===== src/rtl/tickgen_pkg.sv =====
package tickgen_pkg;
  // Strobes handed from the control section to the datapath
  typedef struct packed {
    logic baseWrap;   // last cycle of a base period
    logic extRestart; // synchronized external edge while external mode is on
    logic extMode;    // external sync selected
  } tickCtl_t;

  localparam logic [1:0] ADDR_CMP  = 2'd0;
  localparam logic [1:0] ADDR_DUTY = 2'd1;
  localparam logic [1:0] ADDR_MODE = 2'd2;
endpackage


===== src/rtl/tickgen_ctrl.sv =====
module tickgen_ctrl
  import tickgen_pkg::*;
#(
  parameter int STEP_CLKS = 625,
  parameter int DUTY_W    = 5,
  parameter int CMP_W     = 7,
  parameter int CMP_MIN   = 2,
  parameter int CMP_MAX   = 124,
  parameter int CMP_RST   = 2,
  parameter int DATA_W    = 8,
  localparam int PRESCALE = STEP_CLKS << DUTY_W,
  localparam int PH_W     = $clog2(PRESCALE)
) (
  input  logic              clk,
  input  logic              rst,
  input  logic              wrEn,
  input  logic [1:0]        wrAddr,
  input  logic [DATA_W-1:0] wrData,
  input  logic              extSync,
  output tickCtl_t          ctl,
  output logic [PH_W-1:0]   phase,
  output logic [CMP_W-1:0]  cmpReg,
  output logic [DUTY_W-1:0] dutyReg
);
  logic extModeQ;
  logic sync1, sync2, sync3;
  logic extEdge;
  logic wrap;

  // Host registers, compare value clamped on entry
  always_ff @(posedge clk) begin
    if (rst) begin
      cmpReg   <= CMP_W'(CMP_RST);
      dutyReg  <= '0;
      extModeQ <= 1'b0;
    end else if (wrEn) begin
      case (wrAddr)
        ADDR_CMP: begin
          if (int'(wrData) < CMP_MIN)      cmpReg <= CMP_W'(CMP_MIN);
          else if (int'(wrData) > CMP_MAX) cmpReg <= CMP_W'(CMP_MAX);
          else                             cmpReg <= wrData[CMP_W-1:0];
        end
        ADDR_DUTY: dutyReg  <= wrData[DUTY_W-1:0];
        ADDR_MODE: extModeQ <= wrData[0];
        default: ;
      endcase
    end
  end

  // Two-stage synchronizer plus an edge stage
  always_ff @(posedge clk) begin
    if (rst) begin
      sync1 <= 1'b0;
      sync2 <= 1'b0;
      sync3 <= 1'b0;
    end else begin
      sync1 <= extSync;
      sync2 <= sync1;
      sync3 <= sync2;
    end
  end

  assign extEdge = sync2 & ~sync3;
  assign wrap    = (phase == PH_W'(PRESCALE - 1));

  // Base-period prescaler, restarted by an accepted external edge
  always_ff @(posedge clk) begin
    if (rst)                        phase <= '0;
    else if (extModeQ && extEdge)   phase <= '0;
    else if (wrap)                  phase <= '0;
    else                            phase <= phase + PH_W'(1);
  end

  always_comb begin
    ctl.baseWrap   = wrap;
    ctl.extRestart = extModeQ & extEdge;
    ctl.extMode    = extModeQ;
  end
endmodule


===== src/rtl/tickgen_dp.sv =====
module tickgen_dp
  import tickgen_pkg::*;
#(
  parameter int STEP_CLKS = 625,
  parameter int DUTY_W    = 5,
  parameter int CMP_W     = 7,
  parameter int CMP_RST   = 2,
  localparam int PRESCALE = STEP_CLKS << DUTY_W,
  localparam int PH_W     = $clog2(PRESCALE),
  localparam logic [DUTY_W-1:0] DUTY_TOP = {DUTY_W{1'b1}}
) (
  input  logic              clk,
  input  logic              rst,
  input  tickCtl_t          ctl,
  input  logic [PH_W-1:0]   phase,
  input  logic [CMP_W-1:0]  cmpReg,
  input  logic [DUTY_W-1:0] dutyReg,
  output logic              tickOut,
  output logic              gateOut
);
  logic [CMP_W-1:0]  cnt;
  logic [CMP_W-1:0]  cmpActive;
  logic [DUTY_W-1:0] dutyActive;
  logic [PH_W:0]     onLen;
  logic              periodEnd;

  assign periodEnd = (cnt == cmpActive - CMP_W'(1));

  // Period counter; compare shadow reloads only when a tick is issued
  always_ff @(posedge clk) begin
    if (rst) begin
      cnt       <= '0;
      cmpActive <= CMP_W'(CMP_RST);
      tickOut   <= 1'b0;
    end else if (ctl.extRestart) begin
      cnt       <= '0;
      cmpActive <= cmpReg;
      tickOut   <= 1'b1;
    end else if (ctl.baseWrap && !ctl.extMode) begin
      if (periodEnd) begin
        cnt       <= '0;
        cmpActive <= cmpReg;
        tickOut   <= 1'b1;
      end else begin
        cnt     <= cnt + CMP_W'(1);
        tickOut <= 1'b0;
      end
    end else begin
      tickOut <= 1'b0;
    end
  end

  // Duty code reloads at the start of each base period
  always_ff @(posedge clk) begin
    if (rst)                                   dutyActive <= '0;
    else if (ctl.extRestart || ctl.baseWrap)   dutyActive <= dutyReg;
  end

  assign onLen   = (PH_W+1)'(dutyActive) * (PH_W+1)'(STEP_CLKS);
  assign gateOut = (dutyActive == DUTY_TOP) || ({1'b0, phase} < onLen);
endmodule


===== src/rtl/tickgen_top.sv =====
module tickgen_top
  import tickgen_pkg::*;
#(
  parameter int STEP_CLKS = 625,
  parameter int DUTY_W    = 5,
  parameter int CMP_W     = 7,
  parameter int CMP_MIN   = 2,
  parameter int CMP_MAX   = 124,
  parameter int CMP_RST   = 2,
  localparam int PRESCALE = STEP_CLKS << DUTY_W,
  localparam int PH_W     = $clog2(PRESCALE)
) (
  input  logic       clk,
  input  logic       rst,
  input  logic       wrEn,
  input  logic [1:0] wrAddr,
  input  logic [7:0] wrData,
  input  logic       extSync,
  output logic       tick,
  output logic       gate
);
  tickCtl_t          ctlS;
  logic [PH_W-1:0]   phaseW;
  logic [CMP_W-1:0]  cmpRegW;
  logic [DUTY_W-1:0] dutyRegW;

  tickgen_ctrl #(
    .STEP_CLKS(STEP_CLKS), .DUTY_W(DUTY_W), .CMP_W(CMP_W),
    .CMP_MIN(CMP_MIN), .CMP_MAX(CMP_MAX), .CMP_RST(CMP_RST), .DATA_W(8)
  ) i_ctrl (
    .clk(clk), .rst(rst), .wrEn(wrEn), .wrAddr(wrAddr), .wrData(wrData),
    .extSync(extSync), .ctl(ctlS), .phase(phaseW), .cmpReg(cmpRegW),
    .dutyReg(dutyRegW)
  );

  tickgen_dp #(
    .STEP_CLKS(STEP_CLKS), .DUTY_W(DUTY_W), .CMP_W(CMP_W), .CMP_RST(CMP_RST)
  ) i_dp (
    .clk(clk), .rst(rst), .ctl(ctlS), .phase(phaseW), .cmpReg(cmpRegW),
    .dutyReg(dutyRegW), .tickOut(tick), .gateOut(gate)
  );
endmodule


===== config.mk =====
export PLATFORM = sky130hd
export DESIGN_NAME = tickgen_top
export DESIGN_NICKNAME = d
export VERILOG_FILES = /design/src/rtl/tickgen_pkg.sv /design/src/rtl/tickgen_ctrl.sv /design/src/rtl/tickgen_dp.sv /design/src/rtl/tickgen_top.sv
export SDC_FILE = /design/constraint.sdc
export NUM_CORES = 1
export LEC_CHECK = 0
export BUFFER_PORTS_ARGS = -buffer_cell sky130_fd_sc_hd__buf_2
export CORE_ASPECT_RATIO = 0.7
export CORE_UTILIZATION = 45
export DETAILED_ROUTE_END_ITERATION = 10
export GPL_TIMING_DRIVEN = 0
export PLACE_DENSITY = 0.59
export SETUP_SLACK_MARGIN = 0.3
export SLEW_MARGIN = 10
export SYNTH_ARGS = -nofsm -noshare
export SYNTH_HDL_FRONTEND = slang
export SYNTH_SLANG_ARGS = --single-unit

===== constraint.sdc =====
create_clock -name clk -period 6 [get_ports clk]
set_input_delay 0.3 -clock clk [delete_from_list [all_inputs] [get_ports clk]]
set_output_delay 0.3 -clock clk [all_outputs]
set_load 0.02 [all_outputs]

Word level (Yosys, flattened, before mapping)
Index checks and enable logic that the tools add are counted.
{ "totals": {"ff_bits": 51, "input_bits": 14, "out_inout_bits": 2, "word_cells": 49} }
{ "op_classes": {"n_addsub": 3, "mul": 1, "n_lt_le_gt_ge": 3, "n_eq_ne": 5, "muxes": 9, "bitwise_logic": 3, "n_reduce_logical": 14} }
{ "ops": {"columns": ["operator", "count"], "rows": [
  ["$mux 7", 6],
  ["$add 15x1->15 const B", 1],
  ["$eq 15x15->1 const B", 1],
  ["$lt 15x15->1", 1],
  ["$mul 5x10->15 const B", 1],
  ["$gt 8x7->1 const B", 1],
  ["$lt 8x2->1 const B", 1],
  ["$reduce_and 2->1", 4],
  ["$add 7x1->7 const B", 1],
  ["$eq 7x7->1", 1],
  ["$sub 7x1->7 const B", 1],
  ["$eq 5x5->1 const B", 1],
  ["$reduce_bool 2->1", 2],
  ["$mux 1", 3],
  ["$reduce_or 3->1", 1],
  ["$and 1x1->1", 2],
  ["$eq 2x1->1 const B", 1],
  ["$eq 2x2->1 const B", 1],
  ["$logic_and 1x1->1", 2],
  ["$logic_not 2->1", 1],
  ["$logic_or 1x1->1", 2],
  ["$reduce_or 2->1", 1],
  ["$logic_not 1->1", 1],
  ["$not 1->1", 1]
]} }

Depth between registers and ports, before layout
Gate-level depths: netlist of run 1.
{ "logic_depth": {"word_depth": 5, "ltp_mapped": 16, "depth_no_buf": 16} }

By module
From an unflattened synthesis of run 1, not the netlist that was laid out.
{ "unflattened": {"hier_cells": 343, "area_unflattened_um2": 3134.3} }
{ "by_module_without_submodules": {"columns": ["mod", "n_inst", "cells_each", "area_per_inst_um2", "seq_area_each_um2"], "rows": [
  ["tickgen_dp", 1, 200, 1835.5, 400.4],
  ["tickgen_ctrl", 1, 143, 1298.7, 620.6]
]} }

Least setup slack after synthesis of run 1
Ideal clock, no wire load.
{ "synth_timing": {"path_kind": "register to output", "from": "register i_dp.dutyActive[4]", "to": "output port gate", "t_arrival_ns": 3.794, "required_time_ns": 5.700, "setup_slack_ns": 1.906, "path_stages_with_launch": 15, "path_buffers": 0, "path_cell_list": "dfxtp_1 -> fa_1 -> ha_1 -> fa_1 -> ha_1 -> nand2_1 -> o21ai_0 -> o41ai_1 -> xnor2_1 -> ha_1 -> a21o_1 -> a21o_1 -> a21oi_1 -> o21ai_0 -> a22oi_1"} }
{ "synth_between": {"elab_chain_len": 3, "word_cells_on_any_way": 4, "classes_between": "1 x mul; 1 x order compare; 1 x eq/ne; 1 x reduce/logical"} }
{ "synth_lines": {"columns": ["item", "line", "text"], "rows": [
  ["start, declared", "tickgen_dp.sv:23", "logic [DUTY_W-1:0] dutyActive;"],
  ["start signal, assigned", "tickgen_dp.sv:56", "else if (ctl.extRestart || ctl.baseWrap) dutyActive <= dutyReg;"],
  ["$mul 5x10->15", "tickgen_dp.sv:59", "assign onLen = (PH_W+1)'(dutyActive) * (PH_W+1)'(STEP_CLKS);"],
  ["$lt 15x15->1", "tickgen_dp.sv:60", "assign gateOut = (dutyActive == DUTY_TOP) || ({1'b0, phase} < onLen);"],
  ["$logic_or 1x1->1 *", "tickgen_dp.sv:60", null],
  ["end, declared", "tickgen_top.sv:20", "output logic gate"]
]} }
Mark *: on every way between the ends. The rest lies on a longest branch, timed or not.

Worst setup path after layout of run 1
Same ends and word-level chain as after synthesis.

==> results of run 1 <==
==> sequential cells by signal (all words and copies together) (netlist names), 5 cells and up <==
| name | flops |
|---|---|
| i_dp.cnt | 7 |
| i_ctrl.phase | 15 |
| i_dp.dutyActive | 5 |
| i_dp.cmpActive | 7 |
| i_ctrl.cmpReg | 7 |
| i_ctrl.dutyReg | 5 |
==> cell usage in the layout (no fill, tap or decap), drive strengths merged, types with 7 or more instances in the layout <==
master	count
clkbuf	15
mux2i	11
xnor2	17
nor3	16
nand2	18
xor2	17
ha	40
a21oi	8
inv	13
nor2	51
nand3	12
a21o	7
dfxtp	51
buf	18
==> worst reg2reg max path, stage by stage, from the launching register on <==
cell and delay [ns]:
dfxtp_1 0.37, or4b_1 0.57, nor4_1 0.51, o211ai_1 0.27
nor3_2 0.46, buf_2 0.32, nor3_1 0.09
==> power groups by stage <==
stage / registers (W) / logic [W] / clock network, W
CTS: 0.000350 / 0.0000377 / 0.000224
detailed placement: 0.000358 / 0.0000375 / 0
global route: 0.000351 / 0.0000425 / 0.000236
finish: 0.000350 / 0.0000373 / 0.000215
global placement: 0.000357 / 0.0000372 / 0
floorplan: 0.000356 / 0.0000242 / 0
==> final timing paths <==
| kind | start | slack [ns] | cells past startpoint | endpoint |
|---|---|---|---|---|
| max | i_dp.dutyActive[4] | 1.28 | 15 | gate |
| min | extSync | 0.21 | 2 | i_ctrl.sync1 |
| max reg2reg | i_ctrl.phase[5] | 3.30 | 6 | i_dp.cnt[2] |
| min reg2reg | i_ctrl.sync1 | 0.45 | 1 | i_ctrl.sync2 |
==> metrics by stage <==
stage | area (µm²) | setup WS [ns] | std cells
after floorplan | 3150 | 1.91 | 344
after global routing | 3440 | 0.991 | 460
after global placement | 3340 | 1.62 | 452
after detailed placement | 3340 | 1.59 | 452
after CTS | 3440 | 1.23 | 460
final | 3440 | 1.28 | 460
==> routing by layer <==
metal / wire (µm) / track usage / part of all wire / up-vias
met1: 3840 / 0.315 / 0.60 / 1111
met5: 0 / 0 / 0 / -
li1: - / - / - / 1262
met3: 180 / 0.0376 / 0.028 / 2
met4: 27 / 0.0333 / 0.0042 / 0
met2: 2350 / 0.243 / 0.37 / 27
==> final cells by class <==
cell class              instances  area share
multi-input cells             269       0.590
flip-flops and latches         51       0.297
well taps                      94      0.0342
clock buffers                   8      0.0291
repair buffers                 14      0.0204
plain buffers                  11      0.0153
inverters                      13      0.0142
==> kinds of logic (layout without fill, tap and decap cells) <==
family	after synthesis	after routing	synth area share
AOI/OAI and AO/OA	49	49	0.119
and+or+nand+nor	131	131	0.211
DFF	51	51	0.324
muxes	11	11	0.0349
xor gates and xnor gates	34	34	0.0945
adders and majority gates	44	44	0.184
buffers and inverters	24	46	0.0322
==> summary.txt, run 1 <==
Floorplan
  • Initial Utilization: 0.466
  • I/O pin count: 16
  • Core Area: 0.00676 mm²
  • Row count: 25
  • Die Y: 72.0 µm
  • Die area: 0.00735 mm²
  • Die Width: 102 µm

Route
  • Number of iterations in the first detailed-routing pass: 4
  • DR vias/cell: 5.22
  • Detailed-route via count: 2402
  • Number of DRC markers in iteration 0: 78
  • Post-route DRC: 0
  • DRT antenna net count: 0
  • Routed len/inst: 13.9 µm
  • DRT Wirelength: 6400 µm

Synth
  • Number of synthesized register bits: 51
  • Mapped cell area: 0.00315 mm²
  • Number of synthesized flops with an enable pin: 0
  • Syn. warnings: 0
  • Number of distinct library cells after synthesis: 48
  • Gate count of the mapped netlist: 344
  • Net count after synthesis: 402
  • Leading area contributor after synthesis: dfxtp_1
  • Mean post-synth cell area: 9.16 µm²
  • Synth top area share: 0.324
  • Post-synthesis sequential area ratio: 0.324
  • Synth top area cells: dfxtp_1 (32%), ha_1 (16%), nor2_1 (6.1%), xnor2_1 (4.7%), xor2_1 (4.7%)
  • Synth top cells by count: dfxtp_1 (51), nor2_1 (51), ha_1 (40)
  • Ys async rst share: 0
  • Synth Flop Type: dfxtp_1

STA
  • Max-slew violation count: 0
  • Clk_skew: 0.00612 ns
  • Min cycle time layout: 4.72 ns
  • Slew of the pin with the lowest slew margin: 0.565 ns
  • Final Hold Fails: 0
  • Max transition margin: 0.622
  • Unrepaired setup endpoints after global routing: false
  • Fin Hold WS: 0.207 ns
  • Final setup vio count: 0
  • Period utilization: 0.787
  • Max Fclk: 212 MHz
  • Setup_tns: 0 ns

Final layout
  • Final Util: 0.509
  • Multi-input logic area: 0.00203 mm²
  • Synth-to-Final Area Change: 9.13%
  • Share of cells above drive strength 1: 0.0956
  • FF/Latch Area: 0.00102 mm²
  • ANT cells: 0
  • Filler cell count: 648
  • # nets final: 423

Clock network
  • Post-CTS sizing: 0
  • H-tree depth: 2
  • Root Buffer: clkbuf_8
  • Post-cts hold buffer count: 0
  • Worst-case clock buffer depth: 2
  • Worst-path clk slew: 0.09 ns
  • Post-CTS Setup Inserts: 0
  • CTS sink count: 51
  • Worst skew pair latency: 0.30 ns
  • CTS tree: built
  • Num CTS Buffers: 5

Global routing
  • GRT overflow: 0
  • First-pass GRT wire length: 10800 µm
  • Vias in the first global route: 2152
  • Largest net degree at the start of global routing: 15
  • Tot GR Track Use: 0.189
  • Antenna violations before repair: 0

Setup path
  • Worst path max stage delay: 0.61 ns
  • CP max-delay cell: dfxtp_1
  • Critical Path RT: 5.70 ns
  • Critical path data arrival time: 4.42 ns
  • Crit path max-delay family: adder cells
  • CP Capture Type: output port
  • Crit Path Class: register to output port
  • CP Cell Sequence: fa_1, ha_1, fa_1, ha_1, nand2_1, o21ai_0, o41ai_1, xnor2_1, ha_1, a21o_1, a21o_1, a21oi_1, o21ai_0, a22oi_1, buf_2
  • Setup crit start kind: register
  • Worst path buffer plus inverter count: 1
  • Max Fanout on Critical Path: 10
  • Most frequent CP cell: ha_1

Place
  • Buffers on Ports: 14
  • Post-DP HPWL: 5050 µm
  • RePlAce Congestion: 0.839

Power
  • VDD IR-drop max: 0.0000955 V
  • Pint: 0.000465 W
  • Static leakage power: 1.55 nW
  • Net load switching power: 0.000137 W
  • Pwr Density: 175 mW/mm²
  • Design Power: 0.000602 W
  • Clock power frac: 0.357
  • Sw Share: 0.228
  • Register share of total power: 0.581
  • Combinational Power Share: 0.062

Job
  • MaxCap Viol Count: 0

Worst hold path
  • Class of the worst hold path: input pin to register

Outcome
  • Status: finished, final reports clean
No activity file was read; power rests on OpenSTA's default activity.
==> run 2, diff against run 1 <==
--- a/config.mk
+++ b/config.mk
@@ -5,12 +5,13 @@
 export SDC_FILE = /design/constraint.sdc
 export NUM_CORES = 1
 export LEC_CHECK = 0
+export ABC_AREA = 1
 export BUFFER_PORTS_ARGS = -buffer_cell sky130_fd_sc_hd__buf_2
 export CORE_ASPECT_RATIO = 0.7
 export CORE_UTILIZATION = 45
 export DETAILED_ROUTE_END_ITERATION = 10
 export GPL_TIMING_DRIVEN = 0
-export PLACE_DENSITY = 0.59
+export PLACE_DENSITY = 0.58
 export SETUP_SLACK_MARGIN = 0.3
 export SLEW_MARGIN = 10
 export SYNTH_ARGS = -nofsm -noshare
==> constraint.sdc (replaced) <==
create_clock -name clk -period 4.45 [get_ports clk]
set_input_delay 0.2225 -clock clk [delete_from_list [all_inputs] [get_ports clk]]
set_output_delay 0.2225 -clock clk [all_outputs]
set_load 0.02 [all_outputs]
==> run 2 against run 1 <==
Against the previous run:
- largest cell class unchanged
- core utilization rose by 1.8 points
- hold slack got worse by 0.12 ns
- via count up 25%
- critical endpoint unchanged
- clock-buffer cell count shrank 3
- die area is 8.4% higher
==> summary.txt, run 2 <==
Outcome
  • Status: finished, final reports clean

Route
  • DR vias/cell: 5.00 (-4.2%)
  • DRT Wirelength: 7470 µm (+17%)
  • Detailed-route via count: 3006 (+25%)
  • Number of DRC markers in iteration 0: 108 (+38%)
  • Routed len/inst: 12.4 µm (-11%)
  • Number of iterations in the first detailed-routing pass: 5 (+1)
  • Post-route DRC: 0 (unchanged)
  • DRT antenna net count: 0 (unchanged)

Synth
  • Mapped cell area: 0.00342 mm² (+8.6%)
  • Post-synthesis sequential area ratio: 0.298 (-0.0257)
  • Gate count of the mapped netlist: 477 (+39%)
  • Synth top area cells: dfxtp_1 (30%), ha_1 (15%), nand2_1 (10%), inv_1 (6.6%), nand3_1 (6.4%)
  • Synth top cells by count: nand2_1 (92), inv_1 (60), dfxtp_1 (51)
  • Leading area contributor after synthesis: dfxtp_1
  • Net count after synthesis: 535 (+33%)
  • Syn. warnings: 0 (unchanged)
  • Most common cell in the netlist: nand2_1
  • Mean post-synth cell area: 7.17 µm² (-22%)
  • Ys async rst share: 0 (unchanged)
  • Synth top area share: 0.298 (-0.0257)
  • Number of synthesized flops with an enable pin: 0 (unchanged)
  • Number of synthesized register bits: 51 (unchanged)
  • Number of distinct library cells after synthesis: 32 (-33%)
  • Synth Flop Type: dfxtp_1

Power
  • Pwr Density: 217 mW/mm² (+24%)
  • Static leakage power: 1.76 nW (+13%)
  • VDD IR-drop max: 0.000187 V (+96%)

Worst hold path
  • Class of the worst hold path: input pin to register
  • Hold path start: extSync

Final layout
  • Reg with most FFs: i_ctrl.phase
  • Final Util: 0.526 (+0.0176)
  • ANT cells: 0 (unchanged)
  • Final instance area: 0.00385 mm² (+12%)
  • Multi-input logic area: 0.00221 mm² (+9.2%)
  • # nets final: 560 (+32%)
  • Largest register FFs: 15 (unchanged)
  • Synth-to-Final Area Change: 12.6%
  • Most frequent cells in the layout: nand2_1 (91), inv_1 (58), dfxtp_1 (48)
  • Filler cell count: 715 (+10%)
  • Most common cell after layout, fill and taps aside: nand2_1
  • FF/Latch Area: 0.00103 mm² (+1.1%)
  • Share of cells above drive strength 1: 0.153 (+0.0575)

Global routing
  • Largest net degree at the start of global routing: 19 (+4)
  • First-pass GRT wire length: 12400 µm (+15%)
  • Tot GR Track Use: 0.202 (+0.0127)
  • Antenna violations before repair: 0 (unchanged)
  • Vias in the first global route: 2662 (+24%)
  • GRT overflow: 0 (unchanged)

Setup path
  • Crit Path Class: register to output port
  • Setup crit start kind: register
  • CP Capture Type: output port
  • Max Fanout on Critical Path: 5 (-5)
  • Critical path data arrival time: 3.83 ns (-0.59 ns)
  • Worst Setup SP: i_dp.dutyActive[2]
  • Worst R2R Start: i_dp.cmpActive[0]
  • Critical Path RT: 4.23 ns (-1.47 ns)

Floorplan
  • Die area: 0.00796 mm² (+8.4%)
  • Core Area: 0.00732 mm² (+8.3%)
  • Initial Utilization: 0.468 (+0.00123)
  • Die Y: 75.0 µm (+4.1%)
  • Row count: 26 (+4.0%)
  • I/O pin count: 16 (unchanged)
  • Die Width: 106 µm (+4.1%)

Clock network
  • Root Buffer: clkbuf_8
  • Num CTS Buffers: 5 (unchanged)
  • Post-cts hold buffer count: 0 (unchanged)
  • CTS sink count: 51 (unchanged)
  • H-tree depth: 2 (unchanged)
  • Worst skew pair latency: 0.33 ns (+0.03 ns)
  • CTS tree: built
  • Worst-case clock buffer depth: 2 (unchanged)
  • Worst-path clk slew: 0.11 ns (+0.02 ns)

STA
  • Min cycle time layout: 4.05 ns
  • Clk_skew: 0.00561 ns (-0.000512 ns)
  • Max Fclk: 247 MHz
  • Unrepaired setup endpoints after global routing: true
  • Setup_tns: 0 ns (unchanged)
  • Fin Hold WS: 0.0890 ns (-0.118 ns)
  • Max-slew violation count: 0 (unchanged)
  • Slew of the pin with the lowest slew margin: 0.475 ns (-0.0904 ns)
  • Max transition margin: 0.682 (+0.0594)
  • Final setup vio count: 0 (unchanged)
  • Final Hold Fails: 0 (unchanged)
  • Period utilization: 0.910

Place
  • RePlAce Congestion: 0.854 (+1.8%)
  • Post-DP HPWL: 5850 µm (+16%)
  • Buffers on Ports: 15 (+1)
  • Area post-placement: 0.00362 mm² (+8.4%)

Job
  • MaxCap Viol Count: 0 (unchanged)
run 2: per-layer routing:
layer,global-route usage,part of all wire,vias up
li1,-,-,1625
met1,0.298,0.57,1328
met2,0.283,0.38,44
met3,0.0407,0.036,9
met4,0.0880,0.014,0
met5,0,0,-
run 2: per-stage QoR:
step                      power [W]  setup slack (ns)  instances
after floorplan            0.000523             0.858        477
after global placement     0.000545             0.431        590
after detailed placement   0.000546             0.418        590
after CTS                  0.000843             0.323        599
after global routing       0.000876             0.168        601
final                      0.000838             0.399        601
run 2: power breakdown:
| part | switching [W] | internal (W) |
|---|---|---|
| logic | 0.0000409 | 0.0000264 |
| clock network | 0.000184 | 0.000117 |
| registers | 0.00000623 | 0.000464 |
run 2: cells by family after synthesis:
kind of cell | synth area share
adders and majority gates | 0.170
DFF | 0.298
buffers and inverters | 0.0841
xor gates and xnor gates | 0.0333
and+or+nand+nor | 0.305
AOI/OAI and AO/OA | 0.109
run 2: worst paths after layout:
kind / slack [ns] / depth (start not counted) / to
hold reg to reg: 0.41 / 2 / i_ctrl.sync2
hold / removal: 0.09 / 3 / i_ctrl.sync1
setup / recovery: 0.40 / 17 / gate
setup reg to reg: 2.56 / 12 / i_dp.cmpActive[4]
run 2: area by class of cell:
| type | instances | area share |
|---|---|---|
| tap | 98 | 0.0318 |
| timing repair buffer | 18 | 0.0260 |
| clock inverter | 3 | 0.00714 |
| inverter | 73 | 0.0711 |
| buffer | 3 | 0.00357 |
| sequential | 51 | 0.268 |
| multi-input combinational | 350 | 0.575 |
| clock buffer | 5 | 0.0179 |
run 2: worst max-delay path, stage by stage (launching register included):
cell and delay [ns]:
dfxtp_4 0.38, fa_1 0.54, ha_2 0.18, fa_2 0.46
ha_4 0.30, a21oi_1 0.07, o211ai_1 0.21, a21oi_1 0.11
or2_4 0.25, ha_4 0.27, nand2_2 0.06, inv_2 0.05
nand3_2 0.06, nor3_2 0.17, o21ai_1 0.08, o2111ai_1 0.07
nand2_1 0.07, buf_4 0.15
run 2: what timing repair did:
action	CTS	global route
resized for setup	8	15
endpoints found under the setup margin	1	1
pin swaps	1	7
setup buffers	1	2
